[config.mk]
export PLATFORM = sky130hd
export DESIGN_NAME = stopwatch_core
export DESIGN_NICKNAME = d
export VERILOG_FILES = /design/src/rtl/sw_pkg.sv /design/src/rtl/sw_control.sv /design/src/rtl/sw_digit.sv /design/src/rtl/sw_seg7.sv /design/src/rtl/stopwatch_core.sv
export SDC_FILE = /design/constraint.sdc
export NUM_CORES = 1
export LEC_CHECK = 0
export BUFFER_PORTS_ARGS = -buffer_cell sky130_fd_sc_hd__buf_4
export CAP_MARGIN = 10
export CORE_UTILIZATION = 54
export DETAILED_ROUTE_END_ITERATION = 10
export PLACE_DENSITY = 0.83
export SYNTH_ARGS = -nofsm -noshare
export SYNTH_HDL_FRONTEND = slang
export SYNTH_SLANG_ARGS = --single-unit
[constraint.sdc]
create_clock -name clk -period 2.6 [get_ports clk]
set_input_delay 0 -clock clk [delete_from_list [all_inputs] [get_ports clk]]
set_output_delay 0 -clock clk [all_outputs]
set_load 0.05 [all_outputs]
[src/rtl/sw_pkg.sv]
// Package: shared widths and types for the stopwatch core.
// Assumes decimal digits held in four bits and seven-segment patterns with a at the MSB.
package sw_pkg;
    localparam int DIGIT_W = 4;
    localparam int SEG_W   = 7;
    typedef logic [DIGIT_W-1:0] bcd_t;
    typedef logic [SEG_W-1:0]   seg_t;
endpackage

[src/rtl/sw_control.sv]
// Module: run-flag controller.
// Updates the run flag only on tick; clear wins over start/stop.
// Assumes the event pulses are already aligned to tick.
module sw_control (
    input  logic clk,
    input  logic rst_n,
    input  logic tick,
    input  logic clr_evt,
    input  logic tog_evt,
    output logic run_q
);
    // Run flag register: cleared by reset or a clearing tick, inverted by a toggle tick.
    always_ff @(posedge clk) begin
        if (!rst_n)
            run_q <= 1'b0;
        else if (tick && clr_evt)
            run_q <= 1'b0;
        else if (tick && tog_evt)
            run_q <= ~run_q;
    end

    p_clear_stops_r2: assert property (@(posedge clk) disable iff (!rst_n)
        (tick && clr_evt) |=> !run_q);
    p_toggle_inverts_r3: assert property (@(posedge clk) disable iff (!rst_n)
        (tick && !clr_evt && tog_evt) |=> (run_q != $past(run_q)));
    p_idle_holds_r5: assert property (@(posedge clk) disable iff (!rst_n)
        !tick |=> $stable(run_q));
endmodule

[src/rtl/sw_digit.sv]
// Module: one decimal counter digit with a registered carry out.
// inc_i adds one; clr_i zeroes the digit and wins over inc_i.
// The carry pulses for one cycle after the digit wraps.
// Assumes inc_i is a single-cycle pulse.
module sw_digit #(
    parameter int MODULUS = 10
) (
    input  logic           clk,
    input  logic           rst_n,
    input  logic           clr_i,
    input  logic           inc_i,
    output sw_pkg::bcd_t   val_q,
    output logic           carry_q
);
    localparam sw_pkg::bcd_t LAST = sw_pkg::bcd_t'(MODULUS - 1);

    // Digit value: clear, wrap at LAST, or step by one.
    always_ff @(posedge clk) begin
        if (!rst_n || clr_i)
            val_q <= '0;
        else if (inc_i)
            val_q <= (val_q == LAST) ? '0 : val_q + 1'b1;
    end

    // Carry pulse: raised for one cycle when the digit wraps.
    always_ff @(posedge clk) begin
        if (!rst_n || clr_i)
            carry_q <= 1'b0;
        else
            carry_q <= inc_i && (val_q == LAST);
    end

    p_digit_range_r6: assert property (@(posedge clk) disable iff (!rst_n)
        val_q <= LAST);
    p_wrap_carries_r6: assert property (@(posedge clk) disable iff (!rst_n)
        (inc_i && !clr_i && val_q == LAST) |=> (carry_q && val_q == '0));
    p_digit_holds_r5: assert property (@(posedge clk) disable iff (!rst_n)
        (!inc_i && !clr_i) |=> $stable(val_q));
endmodule

[src/rtl/sw_seg7.sv]
// Module: BCD to seven-segment decoder, active high, segment a at bit 6 and g at bit 0.
// Values above 9 blank the display.
module sw_seg7 (
    input  sw_pkg::bcd_t digit_i,
    output sw_pkg::seg_t seg_o
);
    // Pattern lookup for one digit.
    always_comb begin
        case (digit_i)
            4'd0:    seg_o = 7'h7E;
            4'd1:    seg_o = 7'h30;
            4'd2:    seg_o = 7'h6D;
            4'd3:    seg_o = 7'h79;
            4'd4:    seg_o = 7'h33;
            4'd5:    seg_o = 7'h5B;
            4'd6:    seg_o = 7'h5F;
            4'd7:    seg_o = 7'h70;
            4'd8:    seg_o = 7'h7F;
            4'd9:    seg_o = 7'h7B;
            default: seg_o = 7'h00;
        endcase
    end
endmodule

[src/rtl/stopwatch_core.sv]
// Module: stopwatch timekeeping core (top).
// Holds a run flag and NUM_DIGITS decimal digits, with digit 0 the least significant.
// Acts only on tick. Carries ripple through registers, one fast cycle per digit.
// Assumes ticks are single-cycle pulses at least NUM_DIGITS cycles apart.
module stopwatch_core #(
    parameter int NUM_DIGITS = 3,
    parameter int MODULUS    = 10,
    localparam int BCD_W     = NUM_DIGITS * sw_pkg::DIGIT_W,
    localparam int SEGS_W    = NUM_DIGITS * sw_pkg::SEG_W
) (
    input  logic              clk,
    input  logic              rst_n,
    input  logic              tick,
    input  logic              clr_evt,
    input  logic              tog_evt,
    output logic              run_o,
    output logic [BCD_W-1:0]  bcd_o,
    output logic [SEGS_W-1:0] seg_o
);
    logic                  run_q;
    logic                  clr_now;
    logic [NUM_DIGITS-1:0] inc;
    logic [NUM_DIGITS-1:0] carry;

    sw_control u_ctrl (
        .clk     (clk),
        .rst_n   (rst_n),
        .tick    (tick),
        .clr_evt (clr_evt),
        .tog_evt (tog_evt),
        .run_q   (run_q)
    );

    // Step requests: the lowest digit steps on a running tick (run flag before toggle), the others step on the carry below.
    always_comb begin
        clr_now = tick && clr_evt;
        inc     = {carry[NUM_DIGITS-2:0], tick && run_q && !clr_evt};
    end

    for (genvar i = 0; i < NUM_DIGITS; i++) begin : g_digit
        sw_pkg::bcd_t val;
        sw_digit #(.MODULUS(MODULUS)) u_dig (
            .clk     (clk),
            .rst_n   (rst_n),
            .clr_i   (clr_now),
            .inc_i   (inc[i]),
            .val_q   (val),
            .carry_q (carry[i])
        );
        sw_seg7 u_seg (
            .digit_i (val),
            .seg_o   (seg_o[i*sw_pkg::SEG_W +: sw_pkg::SEG_W])
        );
        assign bcd_o[i*sw_pkg::DIGIT_W +: sw_pkg::DIGIT_W] = val;
    end

    assign run_o = run_q;

    p_full_wrap_zero_r6: assert property (@(posedge clk) disable iff (!rst_n)
        carry[NUM_DIGITS-1] |-> (bcd_o == '0));
    p_tick_spacing_r7: assert property (@(posedge clk) disable iff (!rst_n)
        (inc[0] && !clr_evt) |=> !tick);
endmodule

==> flow_summary.toml, run 1 <==
[synthesis]
synth_top_cell_area_share_pct = 36.4
synth-simple-area-share_pct = 18.3
synth-edff-count = 0
synth_area_um2 = 1980
synthMuxAreaShare_pct = 3.60
yosysWarnings = 0
synth_top_family_by_area = "simple AND/OR/NAND/NOR gates"
avgSynthCellArea_um2 = 9.43
synthXorXnorAreaFrac_pct = 3.54
synth_area_leaders = "dfxtp_1 36%, ha_1 15%, nand2_1 3.2%, nor2_1 3.2%, mux2i_1 3.0%"
syn_inst = 210
synth_compound_gate_area_share_pct = 18.1
synth_ff_type = "dfxtp_1"
seq_area_frac_synth_pct = 36.4
synth_top_area_cell = "dfxtp_1"
synth_seq_cells = 36
yosys.cell_types.count = 49
async_flop_share_pct = 0
synth_nets = 239
synth_fa_ha_area_share_pct = 15.2

[timing]
rsz0062_at_grt = "no"
maxSlewViolCount = 0
fin_crit_ns = 2.41
setup_ws_ns = 0.192
finalSetupViolations = 0
skew_ns = 0.0127
fin_crit_sh_pct = 92.6
relSlewSlack_pct = 71.2
worst_slew_pin_slew_ns = 0.420
tns_ns = 0
whs_ns = 0.0190
fmax_mhz = 415
hold_viol = 0

[job]
maxCapViolations = 0

[clock_tree]
root_buffer = "clkbuf_4"
htree_levels = 2
cts_sinks = 36
clkLatencyLatePin_ns = 0.34
clk_path_buf_depth = 2
cts-buffers-inserted = 5
post_cts_buffers = 0
clk_pin_slew_ns = 0.11
cts_tree = "built"

[power]
pwr_density_cell_nw_per_um2 = 385
p_leak_uw = 0.00109
vdd_drop_max_v = 0.000219

[drt]
drt_iter0_markers = 44
via_per_inst = 5.34
routed_wire_length_per_instance_um = 12.6
route.detailed.drc = 0
antenna_left = 0
drt_pre_antenna_iters = 4
vias = 1613
wl_um = 3810

[setup_path]
crit_buf_inv = 3
cp.required_ns = 2.84
rr_endpoint = "g_digit[0].u_seg.seg_o[1]$_DFF_P_"
reg2reg_depth = 11
path_delay_family = "adder cells"
path_common_cell = "inv_1"
r2r-start = "g_digit[0].u_dig.val_q[1]$_SDFFE_PP0N_"
critical_path.cell_chain = "inv_1 > ha_1 > mux2i_2 > inv_1 > nor2_1 > inv_1 > ha_1 > a31oi_1 > a311o_1 > a21o_1 > a21oi_2"
critPathKind = "reg2reg"
arrival_ns = 2.64
critPathSlowestCell = "dfxtp_1"
cp-end-kind = "flip-flop"
slowest_delay_ns = 0.43
crit_path_max_fanout = 5
critPathLaunchType = "flip-flop"
r2r_slack_ns = 0.19

[placement]
numPortBuffers = 38
place_inst = 292
pre_cts_ws_ns = 0.212
gp_congestion = 0.863
placed_area_um2 = 2320
dpl.hpwl_um = 2870

[die]
die_area_um2 = 3910
coreArea_um2 = 3420
die_h_um = 62.6
die_w_um = 62.6
row_count = 21
io_pins = 39
start_util_pct = 58.0

[hold_path]
holdPathStages = 3
worstHoldStart = "clr_evt"
hp-class = "in2reg"
hold_end = "g_digit[0].u_dig.carry_q$_SDFF_PP0_"

[status]
status = "finished, final reports clean"

[global_routing]
grt_pass1_vias = 1580
globalRouteOverflowTotal = 0
grt_pass1_wl_um = 6710
grt_usage_pct = 21.6
antenna_found_initial = 0
grt_max_degree = 13

[final_layout]
multi_input_area_um2 = 1170
final_cell_mix = "41 x buf_4, 35 x dfxtp_1, 24 x ha_1"
synthToLayoutAreaGrowth_pct = 21.4
n_antenna_cell = 0
layout_commonest_cell = "buf_4"
register_area_um2 = 722
num-nets-final = 284
stdcell_area_um2 = 2400
final_cell_count_no_fill = 302
fill_cells = 276
layout-drive-gt1-share_pct = 25.4
[area by class of cell]
| type | instances | share of cell area [%] |
|---|---|---|
| repair buffers | 43 | 13.6 |
| flip-flops and latches | 36 | 30.0 |
| well taps | 46 | 2.39 |
| clock buffers | 8 | 2.45 |
| multi-input cells | 151 | 48.7 |
| inverters | 18 | 2.81 |
[stage by stage]
| stage | util, % | power [uW] |
|---|---|---|
| floorplan | - | 601 |
| global placement | 67.8 | 620 |
| detailed placement | 67.8 | 620 |
| CTS | 70.1 | 935 |
| global route | 70.4 | 960 |
| finish | 70.4 | 926 |
[worst max-delay path by stage]
stage          depth (start not counted)                                    from                                 to
3_5_place_dp                          10               u_ctrl.run_q$_SDFFE_PP0P_  g_digit[0].u_seg.seg_o[1]$_DFF_P_
6_report                              11  g_digit[0].u_dig.val_q[1]$_SDFFE_PP0N_  g_digit[0].u_seg.seg_o[1]$_DFF_P_
3_3_place_gp                          10               u_ctrl.run_q$_SDFFE_PP0P_  g_digit[0].u_seg.seg_o[1]$_DFF_P_
5_1_grt                               11  g_digit[0].u_dig.val_q[1]$_SDFFE_PP0N_  g_digit[0].u_seg.seg_o[1]$_DFF_P_
2_1_floorplan                         11  g_digit[0].u_dig.val_q[1]$_SDFFE_PP0N_  g_digit[0].u_seg.seg_o[1]$_DFF_P_
4_1_cts                               11  g_digit[0].u_dig.val_q[1]$_SDFFE_PP0N_  g_digit[0].u_seg.seg_o[1]$_DFF_P_
[logic make-up after synthesis]
| logic type | count (synthesis) |
|---|---|
| buffers and inverters | 23 |
| xor gates and xnor gates | 8 |
| and+or+nand+nor | 64 |
| muxes | 7 |
| AOI/OAI and AO/OA | 48 |
| DFF | 36 |
| adders and majority gates | 24 |
[cells in the mapped netlist (3+ instances only)]
master	instances
nor3_1	3
xnor2_1	4
a21oi_1	9
xor2_1	4
a21o_1	5
mux2i_1	6
o31ai_1	3
inv_1	16
nor2_1	17
ha_1	24
o21a_1	4
and3b_1	3
o21ai_0	8
nand2_1	17
buf_2	3
nand3_1	3
nand2b_1	3
dfxtp_1	36
[tightest hold or removal path, delay by kind of cell]
family                 cells  cell delay (ns)
AND/OR/NAND/NOR            2             0.23
buffers and inverters      1             0.10
[metal layers]
layer  track usage, %  vias up  wire length (um)
li1                 -      815                 -
met5                0        -                 0
met1             24.2      741              1740
met4             11.6        0                74
met2             37.0       48              1820
met3             5.66        9               168
[timing repair]
item / in CTS / in global routing
gates resized for setup: 0 / 2
hold buffers: 2 / 0
setup endpoints to repair: 0 / 1
endpoints found under the hold margin: 2 / 0
[report_power, final]
part | switching [uW] | total [uW] | internal [uW]
registers | 2.70 | 557 | 554
logic | 32.7 | 54.5 | 21.8
clock network | 182 | 315 | 133
[sequential cells by signal (all words and copies together) (netlist names)]
register               count
u_ctrl.run_q               1
g_digit.u_dig.carry_q      2
g_digit.u_dig.val_q       12
g_digit.u_seg.seg_o       21
(Power assumes the default switching activity.)
==> inputs of run 2 (changes only) <==
- clock period: 2.6 -> 2.5 ns (I/O delays scaled with it)
==> flow_summary.toml, run 2 (same netlist as run 1, synthesis figures left out) <==
[status]
status = "finished, final reports clean"

[timing]
skew_ns = 0.0155
maxSlewViolCount = 0
setup_ws_ns = 0.159
fin_crit_ns = 2.34
fin_crit_sh_pct = 93.6
fmax_mhz = 427
relSlewSlack_pct = 67.0
hold_viol = 0
worst_slew_pin_slew_ns = 0.494
finalSetupViolations = 0

[global_routing]
grt_pass1_wl_um = 6760
globalRouteOverflowTotal = 0
grt_max_degree = 13
antenna_found_initial = 0
grt_usage_pct = 21.7
grt_pass1_vias = 1560

[final_layout]
synthToLayoutAreaGrowth_pct = 20.8
largest_register_ffs = 21
fill_cells = 283
n_antenna_cell = 0
layout-drive-gt1-share_pct = 26.8
final_cell_mix = "42 x buf_4, 34 x dfxtp_1, 23 x ha_1"
num-nets-final = 283
layout_commonest_cell = "buf_4"
stdcell_area_um2 = 2390
register_area_um2 = 723
multi_input_area_um2 = 1180

[die]
row_count = 21
die_h_um = 62.6
start_util_pct = 58.0
coreArea_um2 = 3420
io_pins = 39
die_w_um = 62.6
die_area_um2 = 3910

[placement]
gp_congestion = 0.882
pre_cts_ws_ns = 0.122
placed_area_um2 = 2320
dpl.hpwl_um = 2880
numPortBuffers = 38

[clock_tree]
cts_hold_buf = 0
root_buffer = "clkbuf_4"
clk_path_buf_depth = 2
htree_levels = 2
clkLatencyLatePin_ns = 0.33
cts_tree = "built"
clk_pin_slew_ns = 0.11
cts_sinks = 36
cts-buffers-inserted = 5

[setup_path]
critPathKind = "reg2reg"
arrival_ns = 2.62
critPathLaunchType = "flip-flop"
cp.required_ns = 2.78
cp-end-kind = "flip-flop"
crit_path_max_fanout = 5

[drt]
route.detailed.drc = 0
routed_wire_length_per_instance_um = 12.9
wl_um = 3880
vias = 1598
antenna_left = 0
drt_iter0_markers = 44
via_per_inst = 5.33
drt_pre_antenna_iters = 4

[power]
power_frac_comb_pct = 6.0
internal_power_uw = 700
p_sw_uw = 213
pwr_density_cell_nw_per_um2 = 382
p_sw_share_pct = 23.3
p_leak_uw = 0.00108
seqPwrFrac_pct = 63.4
vdd_drop_max_v = 0.000266
clkPwrFrac_pct = 30.6

[job]
maxCapViolations = 0

[hold_path]
hp-class = "in2reg"
[run 2: cell count changes in the layout (fill, tap and decap cells not counted)]
cell / delta
dfxtp_1: -1
buf_4: +1
o31ai_4: +1
dfxtp_2: +1
dlygate4sd3_1: -2
ha_1: -1
o31ai_2: -1
clkinv_2: +1
clkbuf_1: -1
ha_2: +1
clkbuf_8: -1
[run 2: final timing paths]
| check | start | to | slack, ns | cells after the start |
|---|---|---|---|---|
| setup / recovery | g_digit[0].u_dig.val_q[1]$_SDFFE_PP0N_ | g_digit[0].u_seg.seg_o[1]$_DFF_P_ | 0.16 | 11 |
| hold / removal | tog_evt | u_ctrl.run_q$_SDFFE_PP0P_ | 0.01 | 4 |
| setup reg to reg | g_digit[0].u_dig.val_q[1]$_SDFFE_PP0N_ | g_digit[0].u_seg.seg_o[1]$_DFF_P_ | 0.16 | 11 |
| hold reg to reg | g_digit[1].u_dig.val_q[3]$_SDFFE_PP0P_ | g_digit[1].u_dig.carry_q$_SDFF_PP0_ | 0.59 | 2 |
[run 2: through the flow]
stage	TNS (ns)	utilization (%)	power, uW	std cells	hold slack (ns)
after floorplan	0	-	625	210	0.192
after global placement	0	68.0	643	292	0.346
after detailed placement	0	68.0	644	292	0.362
after CTS	0	69.3	919	299	0.00394
after global routing	-0.0000804	70.0	959	300	0.0192
final	0	70.0	913	300	0.00985
[run 2: worst max-delay path: stages, from the launching register on]
cell	delay (ns)
dfxtp_2	0.36
inv_1	0.08
ha_1	0.21
nand2_1	0.14
o31ai_4	0.28
nor2_1	0.13
inv_1	0.15
ha_2	0.24
a31oi_1	0.06
a311o_1	0.33
a21o_1	0.19
a21oi_2	0.12
[run 2: layer usage]
| layer | global-route usage (%) | wire length (um) | part of all wire (%) |
|---|---|---|---|
| met1 | 24.7 | 1700 | 44 |
| met2 | 37.4 | 1870 | 48 |
| met3 | 5.11 | 189 | 4.9 |
| met4 | 11.6 | 118 | 3.0 |
| met5 | 0 | 0 | 0 |
[run 2: area by class of cell]
cell class,count,share of cell area [%]
multi-input cells,151,49.4
flip-flops and latches,36,30.2
repair buffers,42,13.2
inverters,18,2.82
well taps,46,2.41
clock buffers,6,1.73
clock inverters,1,0.209
[run 2: what timing repair did]
item,in CTS,in global routing
gates resized for setup,0,4
endpoints found under the setup margin,0,3
setup buffers,0,1
[run 2: power groups by stage]
stage,logic (uW),clock network (uW),registers (uW)
2_1_floorplan,23.0,0,602
3_3_place_gp,50.8,0,592
3_5_place_dp,51.3,0,592
4_1_cts,52.0,288,579
5_1_grt,58.7,321,580
6_report,54.7,279,579
==> inputs of run 3 (changes only) <==
- GPL_TIMING_DRIVEN: not set -> 0
==> flow_summary.toml, run 3 (same netlist as run 1, synthesis figures left out) <==
[die]
die_area_um2 = 3910
row_count = 21
die_w_um = 62.6
start_util_pct = 58.0
die_h_um = 62.6
coreArea_um2 = 3420
io_pins = 39

[power]
p_sw_uw = 229
p_leak_uw = 0.00111
vdd_drop_max_v = 0.000332
p_total_uw = 1090
seqPwrFrac_pct = 53.0
power_frac_comb_pct = 5.1
internal_power_uw = 863
pwr_density_cell_nw_per_um2 = 443
p_sw_share_pct = 21.0
clkPwrFrac_pct = 41.9

[drt]
antenna_left = 0
drt-met1-wl_um = 1740
routed_wire_length_per_instance_um = 12.0
drt_iter0_markers = 99
dr_wl_met3_um = 137
top_layer_used = "met4"
via_per_inst = 5.18
wl_um = 3660
drt_pre_antenna_iters = 4
route.detailed.drc = 0
vias = 1576
wl_met2_um = 1730

[clock_tree]
clk_pin_slew_ns = 0.11
cts-buffers-inserted = 5
cts_sinks = 36
clkLatencyLatePin_ns = 0.34
cts_tree = "built"
root_buffer = "clkbuf_4"
htree_levels = 2
clk_path_buf_depth = 2

[hold_path]
hp-class = "in2reg"
holdPathStages = 3

[final_layout]
layout_commonest_cell = "buf_4"
n_antenna_cell = 0
final_cell_mix = "41 x buf_4, 33 x dfxtp_1, 22 x ha_1"
fill_cells = 283
num-nets-final = 286
multi_input_area_um2 = 1190
largest_register_ffs = 21
register_area_um2 = 724
layout-drive-gt1-share_pct = 29.8
finalCoreUtilization_pct = 72.2
final_cell_count_no_fill = 304
synthToLayoutAreaGrowth_pct = 24.6

[global_routing]
antenna_found_initial = 0
grt_pass1_wl_um = 6580
grt_usage_pct = 21.0
globalRouteOverflowTotal = 0
grt_pass1_vias = 1508
grt_max_degree = 12

[setup_path]
arrival_ns = 2.65
cp.required_ns = 2.78
critPathLaunchType = "flip-flop"
crit_path_max_fanout = 5
reg2reg_depth = 11
cp-end-kind = "flip-flop"
critPathKind = "reg2reg"

[timing]
fin_crit_sh_pct = 94.8
maxSlewViolCount = 0
fin_crit_ns = 2.37
relSlewSlack_pct = 68.6
finalSetupViolations = 0
skew_ns = 0.00325
worst_slew_pin_slew_ns = 0.469
rsz0062_at_grt = "no"
fmax_mhz = 422
hold_viol = 0

[placement]
numPortBuffers = 38
dpl.hpwl_um = 2730
gp_congestion = 0.916
place_inst = 294

[status]
status = "finished, final reports clean"

[job]
maxCapViolations = 0
==> run 3: cell count changes in the layout (fill, tap and decap cells not counted), sizes merged <==
cell	previous run	this run
dlygate4sd3	0	1
bufinv	0	1
buf	42	44
clkinv	1	0
clkbuf	6	7
==> run 3: metal layers <==
metal	vias to the layer above	track usage, %
li1	824	-
met1	714	24.5
met5	-	0
met2	32	36.7
met3	6	4.93
met4	0	8.72
==> run 3: final cells by class <==
class / instances / area share, %
Buffer: 5 / 1.22
Multi-Input combinational cell: 151 / 48.2
Clock buffer: 7 / 2.64
Inverter: 18 / 2.74
Clock inverter: 1 / 1.22
Timing Repair Buffer: 40 / 12.3
Sequential cell: 36 / 29.4
Tap cell: 46 / 2.33
==> run 3: worst paths after layout <==
| path | startpoint | end | slack (ns) |
|---|---|---|---|
| setup / recovery | g_digit[0].u_dig.val_q[1]$_SDFFE_PP0N_ | g_digit[0].u_seg.seg_o[1]$_DFF_P_ | 0.13 |
| hold / removal | tick | g_digit[0].u_dig.carry_q$_SDFF_PP0_ | 0.03 |
| hold reg to reg | g_digit[1].u_dig.val_q[3]$_SDFFE_PP0P_ | g_digit[1].u_dig.carry_q$_SDFF_PP0_ | 0.59 |
| setup reg to reg | g_digit[0].u_dig.val_q[1]$_SDFFE_PP0N_ | g_digit[0].u_seg.seg_o[1]$_DFF_P_ | 0.13 |
==> run 3: critical path: stages (launching register included) <==
cell and delay (ns):
dfxtp_2 0.36, inv_1 0.09, ha_2 0.21, nand2_1 0.12
o31ai_4 0.37, nor2_2 0.11, inv_2 0.10, ha_2 0.22
a31oi_1 0.05, a311o_1 0.33, a21o_1 0.19, a21oi_2 0.14
==> run 3: timing repair <==
| action | CTS | global route |
|---|---|---|
| resized for setup | 2 | 7 |
| hold buffers | 1 | 0 |
| gates cloned | 0 | 0 |
| hold endpoints to repair | 1 | 0 |
| endpoints found under the setup margin | 1 | 3 |
| buffers inserted | 0 | 1 |
| pin swaps | 0 | 1 |
==> run 3: stage by stage <==
stage / TNS [ns] / instance area [um2] / setup WS (ns) / hold WS [ns]
after floorplan: 0 / 1990 / 0.0272 / 0.192
after global placement: 0 / 2330 / 0.0176 / 0.344
after detailed placement: -0.00358 / 2330 / -0.00358 / 0.350
after CTS: 0 / 2450 / 0.0279 / 0.0137
after global routing: 0 / 2470 / 0.0104 / 0.0187
final: 0 / 2470 / 0.129 / 0.0281
==> run 3: power by group through the flow <==
stage	sequential, uW	combinational (uW)	clock, uW
2_1_floorplan	602	23.0	0
3_3_place_gp	592	50.5	0
3_5_place_dp	592	50.6	0
4_1_cts	579	53.6	469
5_1_grt	580	60.0	497
6_report	579	55.8	457
